<file path="src/rtl/wdg_pkg.sv">
package wdg_pkg;

    // Supervisor states
    typedef enum logic [2:0] {
        WS_POR_HOLD = 3'd0,
        WS_IDLE     = 3'd1,
        WS_ARMED    = 3'd2,
        WS_TRIP     = 3'd3,
        WS_RST_HOLD = 3'd4
    } wdg_state_e;

    // Timeout in ticks for a select code, saturating at the largest shift
    function automatic int unsigned wdg_code_limit(
        input int unsigned code,
        input int unsigned base_ticks,
        input int unsigned max_shift
    );
        int unsigned sh;
        sh = (code > max_shift) ? max_shift : code;
        return base_ticks << sh;
    endfunction

endpackage

</file>
<file path="src/rtl/wdg_span_counter.sv">
// Counts ticks while run_i is high and flags the tick that completes SPAN.
// The count returns to zero whenever run_i is low.
module wdg_span_counter #(
    parameter int unsigned SPAN = 200
) (
    input  logic clk_i,
    input  logic rst_ni,
    input  logic run_i,
    input  logic tick_i,
    output logic done_o
);
    localparam int unsigned CW = (SPAN > 1) ? $clog2(SPAN) : 1;
    localparam logic [CW-1:0] LAST = CW'(SPAN - 1);

    logic [CW-1:0] cnt_q;

    always_ff @(posedge clk_i or negedge rst_ni) begin
        if (!rst_ni) begin
            cnt_q <= '0;
        end else if (!run_i) begin
            cnt_q <= '0;
        end else if (tick_i) begin
            if (cnt_q == LAST) begin
                cnt_q <= '0;
            end else begin
                cnt_q <= cnt_q + 1'b1;
            end
        end
    end

    assign done_o = run_i && tick_i && (cnt_q == LAST);

    // The count never reaches the span itself
    assert_span_bound_R6: assert property (@(posedge clk_i) disable iff (!rst_ni)
        cnt_q <= LAST);

endmodule

</file>
<file path="src/rtl/wdg_tick_timer.sv">
// Ticks elapsed since the last clear, saturating at all ones.
module wdg_tick_timer #(
    parameter int unsigned CNT_W = 11
) (
    input  logic             clk_i,
    input  logic             rst_ni,
    input  logic             clr_i,
    input  logic             tick_i,
    output logic [CNT_W-1:0] elapsed_o
);
    logic [CNT_W-1:0] elapsed_q;

    always_ff @(posedge clk_i or negedge rst_ni) begin
        if (!rst_ni) begin
            elapsed_q <= '0;
        end else if (clr_i) begin
            elapsed_q <= '0;
        end else if (tick_i && (elapsed_q != {CNT_W{1'b1}})) begin
            elapsed_q <= elapsed_q + 1'b1;
        end
    end

    assign elapsed_o = elapsed_q;

endmodule

</file>
<file path="src/rtl/wdg_limit_reg.sv">
// Captures the timeout limit for the select code on load_i.
module wdg_limit_reg
    import wdg_pkg::*;
#(
    parameter int unsigned BASE_TICKS = 64,
    parameter int unsigned MAX_SHIFT  = 4,
    parameter int unsigned SEL_W      = 3,
    parameter int unsigned CNT_W      = 11
) (
    input  logic             clk_i,
    input  logic             rst_ni,
    input  logic             load_i,
    input  logic [SEL_W-1:0] sel_i,
    output logic [CNT_W-1:0] limit_o
);
    localparam int unsigned NUM_CODES = 1 << SEL_W;

    logic [CNT_W-1:0] cand [NUM_CODES];
    logic [CNT_W-1:0] limit_q;

    for (genvar g = 0; g < NUM_CODES; g++) begin : g_code
        localparam int unsigned LIM = wdg_code_limit(g, BASE_TICKS, MAX_SHIFT);
        assign cand[g] = CNT_W'(LIM);
    end

    always_ff @(posedge clk_i or negedge rst_ni) begin
        if (!rst_ni) begin
            limit_q <= CNT_W'(BASE_TICKS);
        end else if (load_i) begin
            limit_q <= cand[sel_i];
        end
    end

    assign limit_o = limit_q;

endmodule

</file>
<file path="src/rtl/wdg_window.sv">
// Classifies the current cycle while supervising: early acknowledge,
// timeout (late), or accepted acknowledge. A timeout tick wins over an ack.
module wdg_window #(
    parameter int unsigned EARLY_TICKS = 4,
    parameter int unsigned CNT_W       = 11
) (
    input  logic             armed_i,
    input  logic             ack_i,
    input  logic             tick_i,
    input  logic [CNT_W-1:0] elapsed_i,
    input  logic [CNT_W-1:0] limit_i,
    output logic             early_o,
    output logic             late_o,
    output logic             ok_o
);
    localparam logic [CNT_W-1:0] EARLY_LIM = CNT_W'(EARLY_TICKS);

    logic last_tick;
    logic too_soon;

    always_comb begin
        last_tick = tick_i && (elapsed_i == (limit_i - 1'b1));
        too_soon  = (elapsed_i < EARLY_LIM);
        late_o    = armed_i && last_tick;
        early_o   = armed_i && ack_i && !last_tick && too_soon;
        ok_o      = armed_i && ack_i && !last_tick && !too_soon;
    end

endmodule

</file>
<file path="src/rtl/wdg_supervisor.sv">
module wdg_supervisor
    import wdg_pkg::*;
#(
    parameter int unsigned EARLY_TICKS      = 4,
    parameter int unsigned BASE_TICKS       = 64,
    parameter int unsigned MAX_SHIFT        = 4,
    parameter int unsigned SEL_W            = 3,
    parameter int unsigned TRIP_DELAY_TICKS = 1,
    parameter int unsigned HOLD_TICKS       = 200
) (
    input  logic             clk_i,
    input  logic             rst_ni,
    input  logic             tick_i,
    input  logic             en_wr_i,
    input  logic             en_data_i,
    input  logic [SEL_W-1:0] tmo_sel_i,
    input  logic             flag_rd_i,
    output logic             wdt_rst_no,
    output logic             warm_boot_o
);
    localparam int unsigned MAX_LIMIT = BASE_TICKS << MAX_SHIFT;
    localparam int unsigned CNT_W     = $clog2(MAX_LIMIT + 1);

    wdg_state_e       state_q, state_d;
    logic             arm_req, dis_req, in_armed;
    logic             early, late, ack_ok, viol;
    logic             hold_run, hold_done, dly_run, dly_done;
    logic             timer_clr, limit_load;
    logic [CNT_W-1:0] elapsed, limit;
    logic             warm_q;

    assign arm_req  = en_wr_i && en_data_i;
    assign dis_req  = en_wr_i && !en_data_i;
    assign in_armed = (state_q == WS_ARMED);
    assign viol     = early || late;

    // Timer clears whenever supervision is off or an ack is accepted
    assign timer_clr  = !in_armed || ack_ok;
    assign limit_load = ((state_q == WS_IDLE) && arm_req) || ack_ok;
    assign hold_run   = (state_q == WS_POR_HOLD) || (state_q == WS_RST_HOLD);
    assign dly_run    = (state_q == WS_TRIP);

    wdg_tick_timer #(
        .CNT_W (CNT_W)
    ) u_timer (
        .clk_i     (clk_i),
        .rst_ni    (rst_ni),
        .clr_i     (timer_clr),
        .tick_i    (tick_i),
        .elapsed_o (elapsed)
    );

    wdg_limit_reg #(
        .BASE_TICKS (BASE_TICKS),
        .MAX_SHIFT  (MAX_SHIFT),
        .SEL_W      (SEL_W),
        .CNT_W      (CNT_W)
    ) u_limit (
        .clk_i   (clk_i),
        .rst_ni  (rst_ni),
        .load_i  (limit_load),
        .sel_i   (tmo_sel_i),
        .limit_o (limit)
    );

    wdg_window #(
        .EARLY_TICKS (EARLY_TICKS),
        .CNT_W       (CNT_W)
    ) u_window (
        .armed_i   (in_armed),
        .ack_i     (arm_req),
        .tick_i    (tick_i),
        .elapsed_i (elapsed),
        .limit_i   (limit),
        .early_o   (early),
        .late_o    (late),
        .ok_o      (ack_ok)
    );

    wdg_span_counter #(
        .SPAN (TRIP_DELAY_TICKS)
    ) u_delay (
        .clk_i  (clk_i),
        .rst_ni (rst_ni),
        .run_i  (dly_run),
        .tick_i (tick_i),
        .done_o (dly_done)
    );

    wdg_span_counter #(
        .SPAN (HOLD_TICKS)
    ) u_hold (
        .clk_i  (clk_i),
        .rst_ni (rst_ni),
        .run_i  (hold_run),
        .tick_i (tick_i),
        .done_o (hold_done)
    );

    // State register
    always_ff @(posedge clk_i or negedge rst_ni) begin
        if (!rst_ni) begin
            state_q <= WS_POR_HOLD;
        end else begin
            state_q <= state_d;
        end
    end

    // Next-state logic
    always_comb begin
        state_d = state_q;
        unique case (state_q)
            WS_POR_HOLD: if (hold_done) state_d = WS_IDLE;
            WS_IDLE:     if (arm_req)   state_d = WS_ARMED;
            WS_ARMED: begin
                if (viol) begin
                    state_d = WS_TRIP;
                end else if (dis_req) begin
                    state_d = WS_IDLE;
                end
            end
            WS_TRIP:     if (dly_done)  state_d = WS_RST_HOLD;
            WS_RST_HOLD: if (hold_done) state_d = WS_IDLE;
            default:     state_d = WS_POR_HOLD;
        endcase
    end

    // Output decode
    always_comb begin
        wdt_rst_no = 1'b1;
        unique case (state_q)
            WS_POR_HOLD, WS_RST_HOLD: wdt_rst_no = 1'b0;
            default:                  wdt_rst_no = 1'b1;
        endcase
    end

    // Warm-boot flag: a violation wins over a read in the same cycle
    always_ff @(posedge clk_i or negedge rst_ni) begin
        if (!rst_ni) begin
            warm_q <= 1'b0;
        end else if (viol) begin
            warm_q <= 1'b1;
        end else if (flag_rd_i) begin
            warm_q <= 1'b0;
        end
    end

    assign warm_boot_o = warm_q;

    assert_idle_zero_write_R2: assert property (@(posedge clk_i) disable iff (!rst_ni)
        (state_q == WS_IDLE && dis_req) |=> (state_q == WS_IDLE));

    assert_early_ack_trips_R3: assert property (@(posedge clk_i) disable iff (!rst_ni)
        (state_q == WS_ARMED && arm_req && elapsed < CNT_W'(EARLY_TICKS)
         && !(tick_i && elapsed == limit - 1'b1)) |=> (state_q == WS_TRIP));

    assert_late_trips_R4: assert property (@(posedge clk_i) disable iff (!rst_ni)
        (state_q == WS_ARMED && tick_i && elapsed == limit - 1'b1)
        |=> (state_q == WS_TRIP && warm_boot_o));

    assert_elapsed_below_limit_R5: assert property (@(posedge clk_i) disable iff (!rst_ni)
        (state_q == WS_ARMED) |-> (elapsed < limit));

    assert_release_on_tick_R6: assert property (@(posedge clk_i) disable iff (!rst_ni)
        $rose(wdt_rst_no) |-> $past(tick_i));

    assert_read_clears_R7: assert property (@(posedge clk_i) disable iff (!rst_ni)
        (flag_rd_i && !viol) |=> !warm_boot_o);

    assert_release_unarmed_R8: assert property (@(posedge clk_i) disable iff (!rst_ni)
        $rose(wdt_rst_no) |-> (state_q == WS_IDLE));

    assert_disable_R9: assert property (@(posedge clk_i) disable iff (!rst_ni)
        (state_q == WS_ARMED && dis_req && !viol) |=> (state_q == WS_IDLE && wdt_rst_no));

endmodule

</file>
<file path="config.mk">
export PLATFORM = sky130hd
export DESIGN_NAME = wdg_supervisor
export DESIGN_NICKNAME = d
export VERILOG_FILES = /design/src/rtl/wdg_pkg.sv /design/src/rtl/wdg_span_counter.sv /design/src/rtl/wdg_tick_timer.sv /design/src/rtl/wdg_limit_reg.sv /design/src/rtl/wdg_window.sv /design/src/rtl/wdg_supervisor.sv
export SDC_FILE = /design/constraint.sdc
export NUM_CORES = 1
export LEC_CHECK = 0
export ABC_AREA = 1
export BUFFER_PORTS_ARGS = -buffer_cell sky130_fd_sc_hd__buf_2
export CAP_MARGIN = 20
export CORE_ASPECT_RATIO = 1.2
export CORE_MARGIN = 4
export CORE_UTILIZATION = 58
export DETAILED_ROUTE_END_ITERATION = 8
export MAX_ROUTING_LAYER = met4
export PLACE_DENSITY = 0.77
export SLEW_MARGIN = 10
export SYNTH_ARGS = -nofsm -noshare
export SYNTH_HDL_FRONTEND = slang
export SYNTH_SLANG_ARGS = --single-unit
</file>
<file path="constraint.sdc">
create_clock -name clk_i -period 2.34 [get_ports clk_i]
set_input_delay 0.234 -clock clk_i [delete_from_list [all_inputs] [get_ports clk_i]]
set_output_delay 0.234 -clock clk_i [all_outputs]
set_load 0.005 [all_outputs]
</file>
# Word level (Yosys, flattened, before mapping)
# Memory sizes are Yosys's and may differ from the RTL's. A register that Yosys moved wholly into a read port is not among the register bits.
# Cells that the tools add are included.
# word_totals
register_bits,24
latchBits,0
ram_bits,0
rom_bits,88
in_bits,9
output_inout_bits,2
wordCells,71
memories,1
# classes
add_sub_neg,4
n_mul,0
div_mod_pow,0
magnitude_cmp,1
n_eq_ne,13
shift,0
n_mux,17
n_bitwise,2
n_reduce_logical,28
# mem_list
name,words,width,rd,rd_ports_with_merged_regs,write_ports,line_no,rtl
(name not given),8,11,1,1,0,wdg_limit_reg.sv:30,limit_q <= cand[sel_i];
# ops
cell,count
8-bit two-way mux,3
11-bit two-way mux,2
3-bit two-way mux,5
1-bit logical AND,14
3-bit one-hot mux with 4 select lines,1
11-bit by 1-bit adder with 11-bit output (second input constant),1
11-bit == test,1
11-bit by 3-bit < comparator with 1-bit output (second input constant),1
11-bit inequality test (second input constant),1
11-bit by 1-bit subtractor with 11-bit output (second input constant),1
8-bit by 1-bit adder with 8-bit output (second input constant),1
8-bit == test (second input constant),1
2-bit inequality test (second input constant),4
3-bit by 2-bit == test with 1-bit output (second input constant),2
1-bit two-way mux,6
1-bit zero test,5
1-bit logical OR,4
3-bit inverter with 4-bit output,1
4-bit AND reduction,1
2-bit nonzero test,2
3-bit by 1-bit == test with 1-bit output (second input constant),1
3-bit == test (second input constant),1
3-bit zero test,1
3-bit by 2-bit inequality test with 1-bit output (second input constant),1
other kinds (4),4

# Logic depth before layout (Yosys ltp)
# depth
depth_word,9
depth_mapped,13

# Cells and area by module
# From an unflattened synthesis, not the netlist that was laid out.
# hier_totals
cells_unflattened,352
area_unflattened_um2,2331.0
# by_module_without_submodules
mod,instances,cells_per_inst,area_each_um2
wdg_tick_timer,1,93,701.9
wdg_window,1,117,570.5
wdg_span_counter (u_hold),1,63,489.2
wdg_supervisor,1,43,299.0
wdg_limit_reg,1,34,262.8
wdg_span_counter (u_delay),1,2,7.5

# Worst setup path after synthesis
# Ideal clock, no wire load.
# synth_path
kind,register -> register
from,register u_limit.limit_q[6] (netlist: u_limit.limit_o[6])
to,register u_timer.elapsed_q[8] (netlist: u_timer.elapsed_o[8])
setup_time_ps,119
arrival_ps,1727
required_time_ps,2221
slack_ps,494
path_stages_with_launch,12
path_buffers,1
period_less_slack_ps,1846
path_cell_list,dfstp_2 -> inv_1 -> ha_1 -> xor2_1 -> nand2_1 -> nor2_2 -> nand3_2 -> nand2_4 -> nand3_4 -> buf_6 -> nand2_2 -> o21ai_2
# synth_via
elab_chain_cells,8
# synth_rtl
element,line_no,rtl
from (decl),wdg_limit_reg.sv:19,logic [CNT_W-1:0] limit_q;
11-bit by 1-bit subtractor with 11-bit output (*),wdg_window.sv:22,last_tick = tick_i && (elapsed_i == (limit_i - 1'b1));
11-bit == test (*),wdg_window.sv:22,
1-bit logical AND (*),wdg_window.sv:22,
1-bit zero test (*),wdg_window.sv:26,ok_o = armed_i && ack_i && !last_tick && !too_soon;
1-bit logical AND (*) (2 in a row),wdg_window.sv:26,
1-bit logical OR (*),wdg_supervisor.sv:38,assign timer_clr = !in_armed || ack_ok;
11-bit two-way mux or 2-bit nonzero test (tied branches),--,
to (signal assigned),wdg_tick_timer.sv:19,elapsed_q <= elapsed_q + 1'b1;
to (decl),wdg_tick_timer.sv:11,logic [CNT_W-1:0] elapsed_q;
# Every way passes the cells marked *; elsewhere a longest branch is shown, timed or not.
# A chain may end at the register's enable or synchronous reset.

# Final worst setup path
# layout_path
from,register u_limit.limit_q[6] (netlist: u_limit.limit_o[6])
to,register u_timer.elapsed_q[3] (netlist: u_timer.elapsed_o[3])
# The elaborated chain is that of the path after synthesis.

==> impl_metrics.py <==
metrics = {
    "routing": {
        "drc": 0,
        "first_pass_iters": 4,
        "drt_first_iter_violations": 74,
        "wire_per_inst_um": 12.1,
        "vias": 1503,
        "ant_nets": 0,
        "via_per_inst": 5.33,
        "routed_wl_um": 3420,
    },
    "setup_path": {
        "crit_fanout": 12,
        "arrival_ns": 2.23,
        "endpoint_kind": "flip-flop",
        "cp-start-kind": "flip-flop",
        "regToRegSetupSlack_ns": 0.34,
        "worstSetupPathType": "reg2reg",
        "crit_required_ns": 2.57,
    },
    "yosys": {
        "ys_warn_count": 0,
        "synthCells": 235,
        "yosys-top-cells-area": "dfrtp_1 (38%), nand2_1 (10%), inv_1 (6.7%)",
        "yosysMostFrequentCell": "nand2_1",
        "yosysTopAreaCellShare_pct": 37.9,
        "syn_nets": 247,
        "syn_area_um2": 1780,
        "ys_ff_latch": 28,
        "synthFlopType": "dfrtp_1",
        "synth_common_cells": "nand2_1 (49), inv_1 (32), nor2_1 (31)",
        "synthArstFlopShare_pct": 100,
        "yosysTopAreaCell": "dfrtp_1",
        "ys_types": 28,
        "synth-edff-count": 0,
        "syn_avg_cell_area_um2": 7.58,
        "ys_seq_area_share_pct": 39.4,
    },
    "place": {
        "gp_congestion": 0.839,
        "hpwlAfterDp_um": 2590,
        "io_buffers": 10,
    },
    "pwr": {
        "peakVddDrop_mv": 0.640,
        "power.density_nw_per_um2": 599,
        "power_leakage_uw": 0.000904,
    },
    "sta": {
        "finalWorstPathRequiredPeriod_ns": 2.00,
        "finalHoldViolations": 0,
        "post-route-period-util_pct": 85.3,
        "timing.fmax_mhz": 501,
        "slew_headroom_pct": 58.1,
        "worstMarginPinSlew_ns": 0.629,
        "fin_skew_ns": 0.00867,
        "setup-tns-final_ns": 0,
        "drv_slew": 0,
        "rsz0062_at_grt": "no",
        "finalSetupViolations": 0,
        "timing.hold.ws_ns": 0.0517,
    },
    "grt": {
        "antenna_found_initial": 0,
        "grt_pass1_wl_um": 6130,
        "grt_pass1_vias": 1464,
        "grt_max_degree": 29,
        "overflow": 0,
        "grtUsageTotal_pct": 20.2,
    },
    "clocking": {
        "clk_path_buf_depth": 2,
        "htree_levels": 1,
        "root_buffer": "clkbuf_4",
        "clk_pin_slew_ns": 0.16,
        "cts_tree": "done",
        "cts_resized": 0,
        "post-cts-setup-buffers": 0,
        "cts_sinks": 28,
        "cts_buffers": 3,
        "clk_latency_ns": 0.33,
    },
    "floorplan": {
        "dieWidth_um": 58.6,
        "pin_count": 11,
        "core_um2": 2860,
        "start_util_pct": 62.2,
        "dieHeight_um": 68.7,
        "die-area_um2": 4020,
        "fp-row-count": 21,
    },
    "finish": {
        "multiInputGateArea_um2": 933,
        "fin_nets": 261,
        "n_fill_cell": 257,
        "syn_to_final_growth_pct": 7.94,
        "drive_gt1_share_pct": 15.3,
        "diodes": 0,
        "seq_area_um2": 702,
    },
    "flow_run": {
        "maxCapViolations": 0,
    },
    "min_path": {
        "worstHoldPathType": "in2reg",
    },
    "status": {
        "status": "complete, no violations",
    },
}
-- per-layer routing --
layer	GRT usage, %	vias up	share of wire [%]
met4	6.52	0	1.1
met2	34.9	18	50
met1	24.9	695	46
met3	2.05	4	2.5
met5	-	-	0
li1	-	786	-
-- through the flow --
| stage | utilization (%) | std cells | worst slack, ns | cell area [µm²] | total power, µW |
|---|---|---|---|---|---|
| after floorplan | - | 235 | 0.494 | 1780 | 779 |
| after global placement | 64.9 | 277 | 0.409 | 1860 | 833 |
| after detailed placement | 64.9 | 277 | 0.376 | 1860 | 839 |
| after CTS | 67.1 | 282 | 0.330 | 1920 | 1160 |
| after global routing | 67.1 | 282 | 0.182 | 1920 | 1220 |
| final | 67.1 | 282 | 0.344 | 1920 | 1150 |
-- report_power, final --
group / switching (µW) / internal (µW) / total [µW] / leakage [µW]
sequential: 57.9 / 557 / 615 / 0.000351
clock: 149 / 173 / 322 / 0.0000279
combinational: 123 / 90.6 / 214 / 0.000525
-- worst max-delay path, cell delays in order, from the launching register on --
cell and delay, ns:
dfstp_2 0.58, inv_1 0.07, ha_1 0.30, xor2_1 0.13, nand2_1 0.08, nor2_2 0.11, nand3_2 0.12, nand2_4 0.13
nand3_4 0.18, nand2_1 0.14, o21ai_2 0.06
-- cell usage in the layout, fill, tap and decap left out, types with 9 or more instances in the layout --
| cell type | netlist | layout |
|---|---|---|
| a21oi_1 | 10 | 10 |
| inv_1 | 32 | 32 |
| nand2_1 | 49 | 49 |
| o21ai_2 | 9 | 9 |
| nor2_1 | 31 | 31 |
| nand3_1 | 18 | 18 |
| dfrtp_1 | 27 | 27 |
| xor2_1 | 12 | 12 |
| buf_2 | 2 | 10 |
-- cells by family after synthesis --
| family | after synthesis | synth area share [%] |
|---|---|---|
| flops | 28 | 39.4 |
| fa+ha+maj | 3 | 2.11 |
| simple gates | 123 | 32.3 |
| buf+inv | 36 | 8.15 |
| compound gates | 31 | 11.1 |
| xor+xnor | 14 | 6.89 |
-- state kept, by name (all words and copies together), names as in the netlist --
signal and flops:
warm_boot_o 1, u_timer.elapsed_o 11, u_limit.limit_o 5, u_hold.cnt_q 8
state_q 3
-- final cells by class --
type,count,area share (%)
Clock inverter,1,1.56
Multi-Input combinational cell,171,48.6
Clock buffer,3,1.17
Tap cell,34,2.21
Sequential cell,28,36.5
Inverter,33,6.45
Timing Repair Buffer,12,3.52
-- path summary, 6_finish.rpt --
kind / startpoint / end / depth (start not counted)
max in group asynchronous: rst_ni / u_timer.elapsed_o[2] / 2
min in group asynchronous: rst_ni / u_timer.elapsed_o[10] / 2
hold reg to reg: warm_boot_o / warm_boot_o / 2
setup reg to reg: u_limit.limit_o[6] / u_timer.elapsed_o[3] / 10
setup / recovery: u_limit.limit_o[6] / u_timer.elapsed_o[3] / 10
hold / removal: flag_rd_i / warm_boot_o / 2
-- timing repair --
item	in CTS	in global routing
endpoints found under the setup margin	0	0
hold endpoints to repair	27	0
hold buffers	1	0
(Power assumes the default switching activity.)
